### src/rtl/vsync_pkg.sv
package vsync_pkg;
  typedef enum logic {
    VS_IDLE   = 1'b0,
    VS_ACTIVE = 1'b1
  } vs_state_e;
endpackage

### src/rtl/vs_line_match.sv
module vs_line_match #(
  parameter int LINE_W = 11,
  parameter int END_W  = 4
) (
  input  logic [LINE_W-1:0] line_cnt,
  input  logic [LINE_W-1:0] sync_start,
  input  logic [END_W-1:0]  sync_end,
  output logic              start_hit,
  output logic              end_hit
);
  localparam int CMP_W = (END_W < LINE_W) ? END_W : LINE_W;

  assign start_hit = (line_cnt == sync_start);

  generate
    if (END_W >= LINE_W) begin : g_full_end
      assign end_hit = (line_cnt == sync_end[LINE_W-1:0]);
    end else begin : g_part_end
      assign end_hit = (line_cnt[CMP_W-1:0] == sync_end[CMP_W-1:0]);
    end
  endgenerate
endmodule

### src/rtl/vs_sync_fsm.sv
module vs_sync_fsm
  import vsync_pkg::*;
(
  input  logic clk,
  input  logic rst_n,
  input  logic start_hit,
  input  logic end_hit,
  output logic vsync,
  output logic retrace_start
);
  vs_state_e state_q, state_d;

  always_comb begin
    state_d = state_q;
    unique case (state_q)
      VS_IDLE:   if (start_hit) state_d = VS_ACTIVE;
      VS_ACTIVE: if (end_hit)   state_d = VS_IDLE;
      default:   state_d = VS_IDLE;
    endcase
  end

  always_ff @(posedge clk) begin
    if (!rst_n) state_q <= VS_IDLE;
    else        state_q <= state_d;
  end

  assign vsync         = (state_q == VS_ACTIVE);
  assign retrace_start = (state_q == VS_IDLE) && start_hit;
endmodule

### src/rtl/vs_pend_latch.sv
module vs_pend_latch (
  input  logic clk,
  input  logic rst_n,
  input  logic retrace_start,
  input  logic irq_en_n,
  input  logic irq_clr_n,
  output logic pending
);
  logic pend_q;

  always_ff @(posedge clk) begin
    if (!rst_n)                        pend_q <= 1'b0;
    else if (!irq_clr_n)               pend_q <= 1'b0;
    else if (retrace_start && !irq_en_n) pend_q <= 1'b1;
  end

  assign pending = pend_q;
endmodule

### src/rtl/vsync_retrace_irq.sv
module vsync_retrace_irq #(
  parameter int LINE_W = 11,
  parameter int END_W  = 4
) (
  input  logic              clk,
  input  logic              rst_n,
  input  logic [LINE_W-1:0] line_cnt,
  input  logic [LINE_W-1:0] sync_start,
  input  logic [END_W-1:0]  sync_end,
  input  logic              irq_en_n,
  input  logic              irq_clr_n,
  output logic              vsync,
  output logic              retrace_pending
);
  logic start_hit, end_hit, retrace_start;

  vs_line_match #(.LINE_W(LINE_W), .END_W(END_W)) u_match (
    .line_cnt  (line_cnt),
    .sync_start(sync_start),
    .sync_end  (sync_end),
    .start_hit (start_hit),
    .end_hit   (end_hit)
  );

  vs_sync_fsm u_fsm (
    .clk          (clk),
    .rst_n        (rst_n),
    .start_hit    (start_hit),
    .end_hit      (end_hit),
    .vsync        (vsync),
    .retrace_start(retrace_start)
  );

  vs_pend_latch u_pend (
    .clk          (clk),
    .rst_n        (rst_n),
    .retrace_start(retrace_start),
    .irq_en_n     (irq_en_n),
    .irq_clr_n    (irq_clr_n),
    .pending      (retrace_pending)
  );
endmodule

### config.mk
export PLATFORM = sky130hd
export DESIGN_NAME = vsync_retrace_irq
export DESIGN_NICKNAME = d
export VERILOG_FILES = /design/src/rtl/vsync_pkg.sv /design/src/rtl/vs_line_match.sv /design/src/rtl/vs_sync_fsm.sv /design/src/rtl/vs_pend_latch.sv /design/src/rtl/vsync_retrace_irq.sv
export SDC_FILE = /design/constraint.sdc
export NUM_CORES = 1
export LEC_CHECK = 0
export BUFFER_PORTS_ARGS = -buffer_cell sky130_fd_sc_hd__buf_2
export CAP_MARGIN = 20
export CELL_PAD_IN_SITES_DETAIL_PLACEMENT = 0
export CELL_PAD_IN_SITES_GLOBAL_PLACEMENT = 1
export CORE_MARGIN = 2
export CORE_UTILIZATION = 18
export DETAILED_ROUTE_END_ITERATION = 8
export PLACE_DENSITY = 0.72
export SLEW_MARGIN = 20
export SYNTH_ARGS = -nofsm -noshare
export SYNTH_HDL_FRONTEND = slang
export SYNTH_HIERARCHICAL = 1
export SYNTH_SLANG_ARGS = --single-unit
### constraint.sdc
create_clock -name clk -period 1.4 [get_ports clk]
set_clock_uncertainty 0.2 [all_clocks]
set_input_delay 0.28 -clock clk [delete_from_list [all_inputs] [get_ports clk]]
set_output_delay 0.28 -clock clk [all_outputs]
set_load 0.1 [all_outputs]
==> results.md, run 1 <==
- I/O pin total: 32
- Setup Fix Bufs, Post-CTS: 0
- Pint: 213 uW
- Die width: 41.7 um
- Arr. time, crit path: 1240 ps
- Fin crit share: 91.0%
- Total global-route track usage: 8.95%
- Cell Area, Synth: 255 um^2
- Pre-CTS setup slack: -121 ps
- CP Launch Type: input pin
- Congestion Overflow GR: 0
- Number of vias per cell: 3.96
- Reg clk slew, reported paths: 30 ps
- Global-route wire length before repair: 1170 um
- Worst-path maximum fanout: 2
- Die Footprint: 1740 um^2
- Post-cts hold buffer count: 0
- CTS buffer count: 3
- Pwr dens: 574 nW/um^2
- Core Util, Final: 37.9%
- Max-cap violations: 0
- CTS HTree Levels: 1
- LEAKAGE: 0.000242 uW
- Final worst-path setup slack: 125 ps
- Routed Antenna Nets: 0
- Via count: 309
- Fin Setup TNS: 0 ps
- Switch share: 25.7%
- Largest net degree at the start of global routing: 4
- Layout cells sized above 1: 65.1%
- Root Driver: clkbuf_4
- Final nets: 95
- Cell Rows: 13
- Crit Path Category: in2reg
- Reg power frac: 20.1%
- DRT Pass-1 Iters: 4
- Worst-Skew Late Latency: 230 ps
- Max Slew Vio Count: 0
- Yosys Warn Count: 6
- Clock Sinks: 2
- CTS Buffer Depth: 2
- CP required: 1370 ps
- Sequential share of the synthesized area: 15.7%
- Core area: 1320 um^2
- RSZ-0062 raised after global routing: false
- ANT cells: 0
- Filler cells: 144
- CTS tree: done
- Relative slew slack: 85.6%
- Max VDD drop: 0.000235 V
- Post-CTS resize count: 0
- PortBufs: 31
- Reg2Reg Capture Point: u_pend/pending
- Final hold vios: 0
- DRC violations left: 0
- Routed wire per std cell: 8.99 um
- Die Y-Extent: 41.7 um
- Crit Reg-Reg Startpoint: u_fsm/vsync
- Area delta synth->final: 95.6%
- Synth Net Count: 57
- R2R cell count: 3
- R2r setup slk: 350 ps
- Final setup viols: 0
- CP endpoint kind: flip-flop
- Status: finished clean
- Sw Pwr: 73.6 uW
- DR iter-0 viols: 3
- Cell count after synthesis: 27
- Initial core utilization: 19.4%
- Worst setup endpoint: u_pend/pending
- Max Clock Freq: 0.785 GHz
- Hold Path Class: in2reg
- Initial antenna violation count: 0
- Clock power frac: 45.4%
- Min Tclk post-route: 1270 ps
- Hpwl dp: 610 um
- Critical Path Source: sync_start[10]
- Worst hold slack: 80.0 ps
- Final RePlAce weighted congestion: 0.616
- Post-Route WL: 701 um
- Gate power share: 34.5%
- Mapped Avg Cell Area: 9.45 um^2
- Number of global-route vias before repair: 323
- Number of synthesized register bits: 2
- Post-synthesis cell type count: 11
- Slew of the pin with the lowest slew margin: 214 ps
-- final cells by class --
| class | count | area (um^2) | area share (%) |
|---|---|---|---|
| tap | 15 | 18.8 | 3.76 |
| clock buffer | 3 | 22.5 | 4.51 |
| timing repair buffer | 33 | 200 | 40.1 |
| sequential | 2 | 42.5 | 8.52 |
| multi-input combinational | 25 | 215 | 43.1 |
-- worst min path at each step --
stage                          from              to  slack, ps  depth (start not counted)
after floorplan               rst_n     u_fsm/vsync        200                          1
after global placement    irq_clr_n  u_pend/pending        310                          2
after detailed placement      rst_n     u_fsm/vsync        310                          2
after CTS                     rst_n     u_fsm/vsync         70                          2
after global routing          rst_n     u_fsm/vsync         80                          2
final                         rst_n     u_fsm/vsync         80                          2
-- metal layers --
| layer | share of wire, % | track usage (%) |
|---|---|---|
| met1 | 38 | 8.38 |
| met2 | 54 | 15.6 |
| met3 | 7.6 | 3.91 |
| met4 | 0 | 5.81 |
| met5 | 0 | 0 |
-- layout by cell type, fill, tap and decap left out, drive strengths merged --
cell / n
xnor2: 11
xor2: 4
nand3: 1
o211a: 1
nor4: 1
clkbuf: 3
nand4: 2
buf: 33
o21a: 1
nor2b: 3
nor3: 1
dfxtp: 2
-- flip-flops by register name, summed over array words and instances, names as in the netlist --
| name | cells |
|---|---|
| u_pend/pending | 1 |
| u_fsm/vsync | 1 |
-- power groups by stage --
| stage | Clock [uW] | Combinational [uW] | Sequential (uW) |
|---|---|---|---|
| after detailed placement | 0 | 99.7 | 58.2 |
| after global placement | 0 | 98.3 | 58.2 |
| after global routing | 140 | 110 | 57.5 |
| after CTS | 140 | 100 | 57.5 |
| final | 130 | 99.0 | 57.5 |
| after floorplan | 0 | 42.5 | 58.5 |
-- critical path, cell delays in order --
cell     delay (ps)
buf_2           100
xnor2_1         160
nand4_1         120
nor3_2          160
nor2b_4         150
nor2b_1         130
o211a_1         140
-- synthesized netlist by cell type --
cell type	instances	area share, %
nand3_1	1	2.0
xor2_1	4	14
o211a_1	1	3.9
nor2b_1	2	4.9
xnor2_1	11	38
nor2b_4	1	5.4
nor3_2	1	3.9
nor4_2	1	4.9
o21a_1	1	2.9
dfxtp_1	2	16
nand4_1	2	4.9
-- metrics by stage --
stage / instances / total power (uW) / area [um^2]
final: 78 / 287 / 499
after global routing: 78 / 307 / 499
after CTS: 78 / 297 / 499
after detailed placement: 75 / 158 / 477
after global placement: 75 / 156 / 477
after floorplan: 27 / 101 / 258
-- cell families (layout without fill, tap and decap cells) --
family                    count (synthesis)  in the layout  share of synthesized area [%]
AOI/OAI and AO/OA                         2              2                           6.86
xor gates and xnor gates                 15             15                           51.5
buffers and inverters                     0             36                              0
DFF                                       2              2                           15.7
and+or+nand+nor                           8              8                           26.0
Note: power is estimated with default switching activity, not from simulation.
==> inputs of run 2 (changes only) <==
- clock period: 1.4 -> 1.2 ns (I/O delays scaled with it)
==> results.md, run 2 (synthesis results as in run 1) <==
- Final worst-path setup slack: -37.2 ps (-163 ps)
- Area delta synth->final: 154%
- Min-Delay Startpoint: rst_n
- Final RePlAce weighted congestion: 0.643 (+4.4%)
- Routed Antenna Nets: 0 (unchanged)
- Post-cts hold buffer count: 0 (unchanged)
- Reg2Reg Capture Point: u_pend/pending
- Final setup viols: 1 (+1)
- Multi-input gate area: 283 um^2 (+31%)
- Failing checks: setup timing
- Min Tclk post-route: 1240 ps
- Clock Sinks: 2 (unchanged)
- Slowest stage delay, CP: 180 ps (+20 ps)
- R2r setup slk: 80 ps (-270 ps)
- Total global-route track usage: 8.33% (-0.62 points)
- Relative slew slack: 85.0% (-0.66 points)
- Max Clock Freq: 0.808 GHz
- Layout cells sized above 1: 78.5% (+13 points)
- Die Footprint: 1740 um^2 (unchanged)
- CTS Buffer Depth: 2 (unchanged)
- Critical path's most frequent cell: nor2b_4
- Global-route wire length before repair: 1170 um (unchanged)
- Die Y-Extent: 41.7 um (unchanged)
- Final hold vios: 0 (unchanged)
- Most frequent cells in the layout: buf_2, buf_6, xnor2_2
- Worst-path maximum fanout: 2 (unchanged)
- Register area: 45.0 um^2 (+5.9%)
- Largest net degree at the start of global routing: 3 (-1)
- Max Slew Vio Count: 0 (unchanged)
- Core area: 1320 um^2 (unchanged)
- R2R cell count: 4 (+1)
- Total placed cells including tap cells: 74 (-1.3%)
- Final nets: 96 (+1.1%)
- Hold Crit Endpoint: u_fsm/vsync
- Status: finished, violations left
- Via count: 325 (+5.2%)
- Crit Reg-Reg Startpoint: u_fsm/vsync
- DRT Pass-1 Iters: 2 (-2)
- Fin crit share: 103%
- Number of global-route vias before repair: 331 (+2.5%)
- Fin cells: 80 (+2.6%)
- Congestion Overflow GR: 0 (unchanged)
- Core Util, Final: 49.3% (+11 points)
- Post-Route WL: 750 um (+7.0%)
- Cell chain of the critical path: buf_2 -> xnor2_2 -> nand3_1 -> nor3_2 -> nor2b_4 -> nor2b_4 -> o211a_1
- Max-cap violations: 0 (unchanged)
- CP endpoint kind: flip-flop
- PortBufs: 31 (unchanged)
- Hpwl dp: 588 um (-3.7%)
- Hold Path Class: in2reg
- Slowest CP cell: nor3_2
- Worst hold slack: 35.0 ps (-45.0 ps)
- Reg clk slew, reported paths: 40 ps (about the same)
- CTS buffer count: 3 (unchanged)
- Die width: 41.7 um (unchanged)
- Root Driver: clkbuf_4
- Initial core utilization: 19.4% (unchanged)
- Pwr dens: 599 nW/um^2 (+4.4%)
- Routed wire per std cell: 9.38 um (+4.3%)
- DR iter-0 viols: 2 (-1)
- Initial antenna violation count: 0 (unchanged)
- Number of vias per cell: 4.06 (+2.5%)
- DRC violations left: 0 (unchanged)
- CTS HTree Levels: 1 (unchanged)
- Commonest non-fill, non-tap cell in the layout: buf_2
- ANT cells: 0 (unchanged)
- Worst-Skew Late Latency: 220 ps (about the same)
- Crit Path Category: in2reg
- CP Launch Type: input pin
- LEAKAGE: 0.000318 uW (+31%)
- Hold depth: 2 (unchanged)
- Arr. time, crit path: 1190 ps (-50 ps)
- I/O pin total: 32 (unchanged)
- Max VDD drop: 0.000558 V (+140%)
- Cell Rows: 13 (unchanged)
- CP required: 1150 ps (-220 ps)
- Slew of the pin with the lowest slew margin: 223 ps (+9.80 ps)
- RSZ-0062 raised after global routing: true
- Filler cells: 136 (-5.6%)
- CTS tree: done
run 2: changes by cell type in the layout (fill, tap and decap cells not counted):
| cell | previous run | this run |
|---|---|---|
| nor2b_1 | 2 | 1 |
| xnor2_2 | 0 | 8 |
| buf_6 | 0 | 11 |
| buf_4 | 2 | 3 |
| nor2b_4 | 1 | 2 |
| dfxtp_4 | 0 | 1 |
| dfxtp_2 | 2 | 1 |
| clkbuf_1 | 0 | 1 |
| xnor2_1 | 11 | 3 |
| buf_2 | 29 | 18 |
run 2: worst max-delay path by stage:
stage | startpoint | endpoint | slack [ps] | cells after the start
floorplan | sync_start[2] | u_pend/pending | -70 | 6
global route | sync_start[7] | u_pend/pending | -110 | 7
finish | sync_start[7] | u_pend/pending | -40 | 7
detailed placement | sync_start[2] | u_pend/pending | -300 | 7
CTS | line_cnt[10] | u_pend/pending | -80 | 7
global placement | sync_start[2] | u_pend/pending | -270 | 7
run 2: layer usage:
layer  global-route usage [%]  routed length [um]  up-vias
met5                        0                   0        -
met4                     1.94                   0        0
met3                     3.04                  68        0
met2                     14.7                 449       15
met1                     9.45                 231      143
li1                         -                   -      167
run 2: power breakdown:
group | leakage [uW] | internal [uW] | switching [uW] | total (uW)
logic | 0.000286 | 108 | 54.4 | 162
clock network | 0.0000150 | 123 | 38.8 | 162
registers | 0.0000174 | 64.7 | 0.0464 | 64.8
total | 0.000318 | 296 | 93.3 | 389
run 2: stage by stage:
stage	TNS, ps	power (uW)	area, um^2	worst slack, ps
floorplan	-71.3	126	298	-71.3
global placement	-409	194	509	-266
detailed placement	-463	195	509	-303
CTS	-75.7	378	597	-75.7
global route	-159	415	649	-110
finish	-37.2	389	649	-37.2
run 2: what timing repair did:
action | in CTS | in global routing
pin swaps | 7 | 11
resized for setup | 7 | 9
endpoints found under the hold margin | 0 | 0
endpoints found under the setup margin | 2 | 3
setup buffers | 2 | 0
run 2: worst max-delay path, delay by kind of cell:
family | cells | cell delay [ps]
AOI/OAI and AO/OA | 1 | 130
xor gates and xnor gates | 1 | 130
buffers and inverters | 1 | 120
and+or+nand+nor | 4 | 570
run 2: area by class of cell:
type / count / share of cell area, %
clock buffers: 4 / 4.05
multi-input cells: 25 / 43.5
flip-flops and latches: 2 / 6.94
well taps: 15 / 2.89
repair buffers: 34 / 42.6
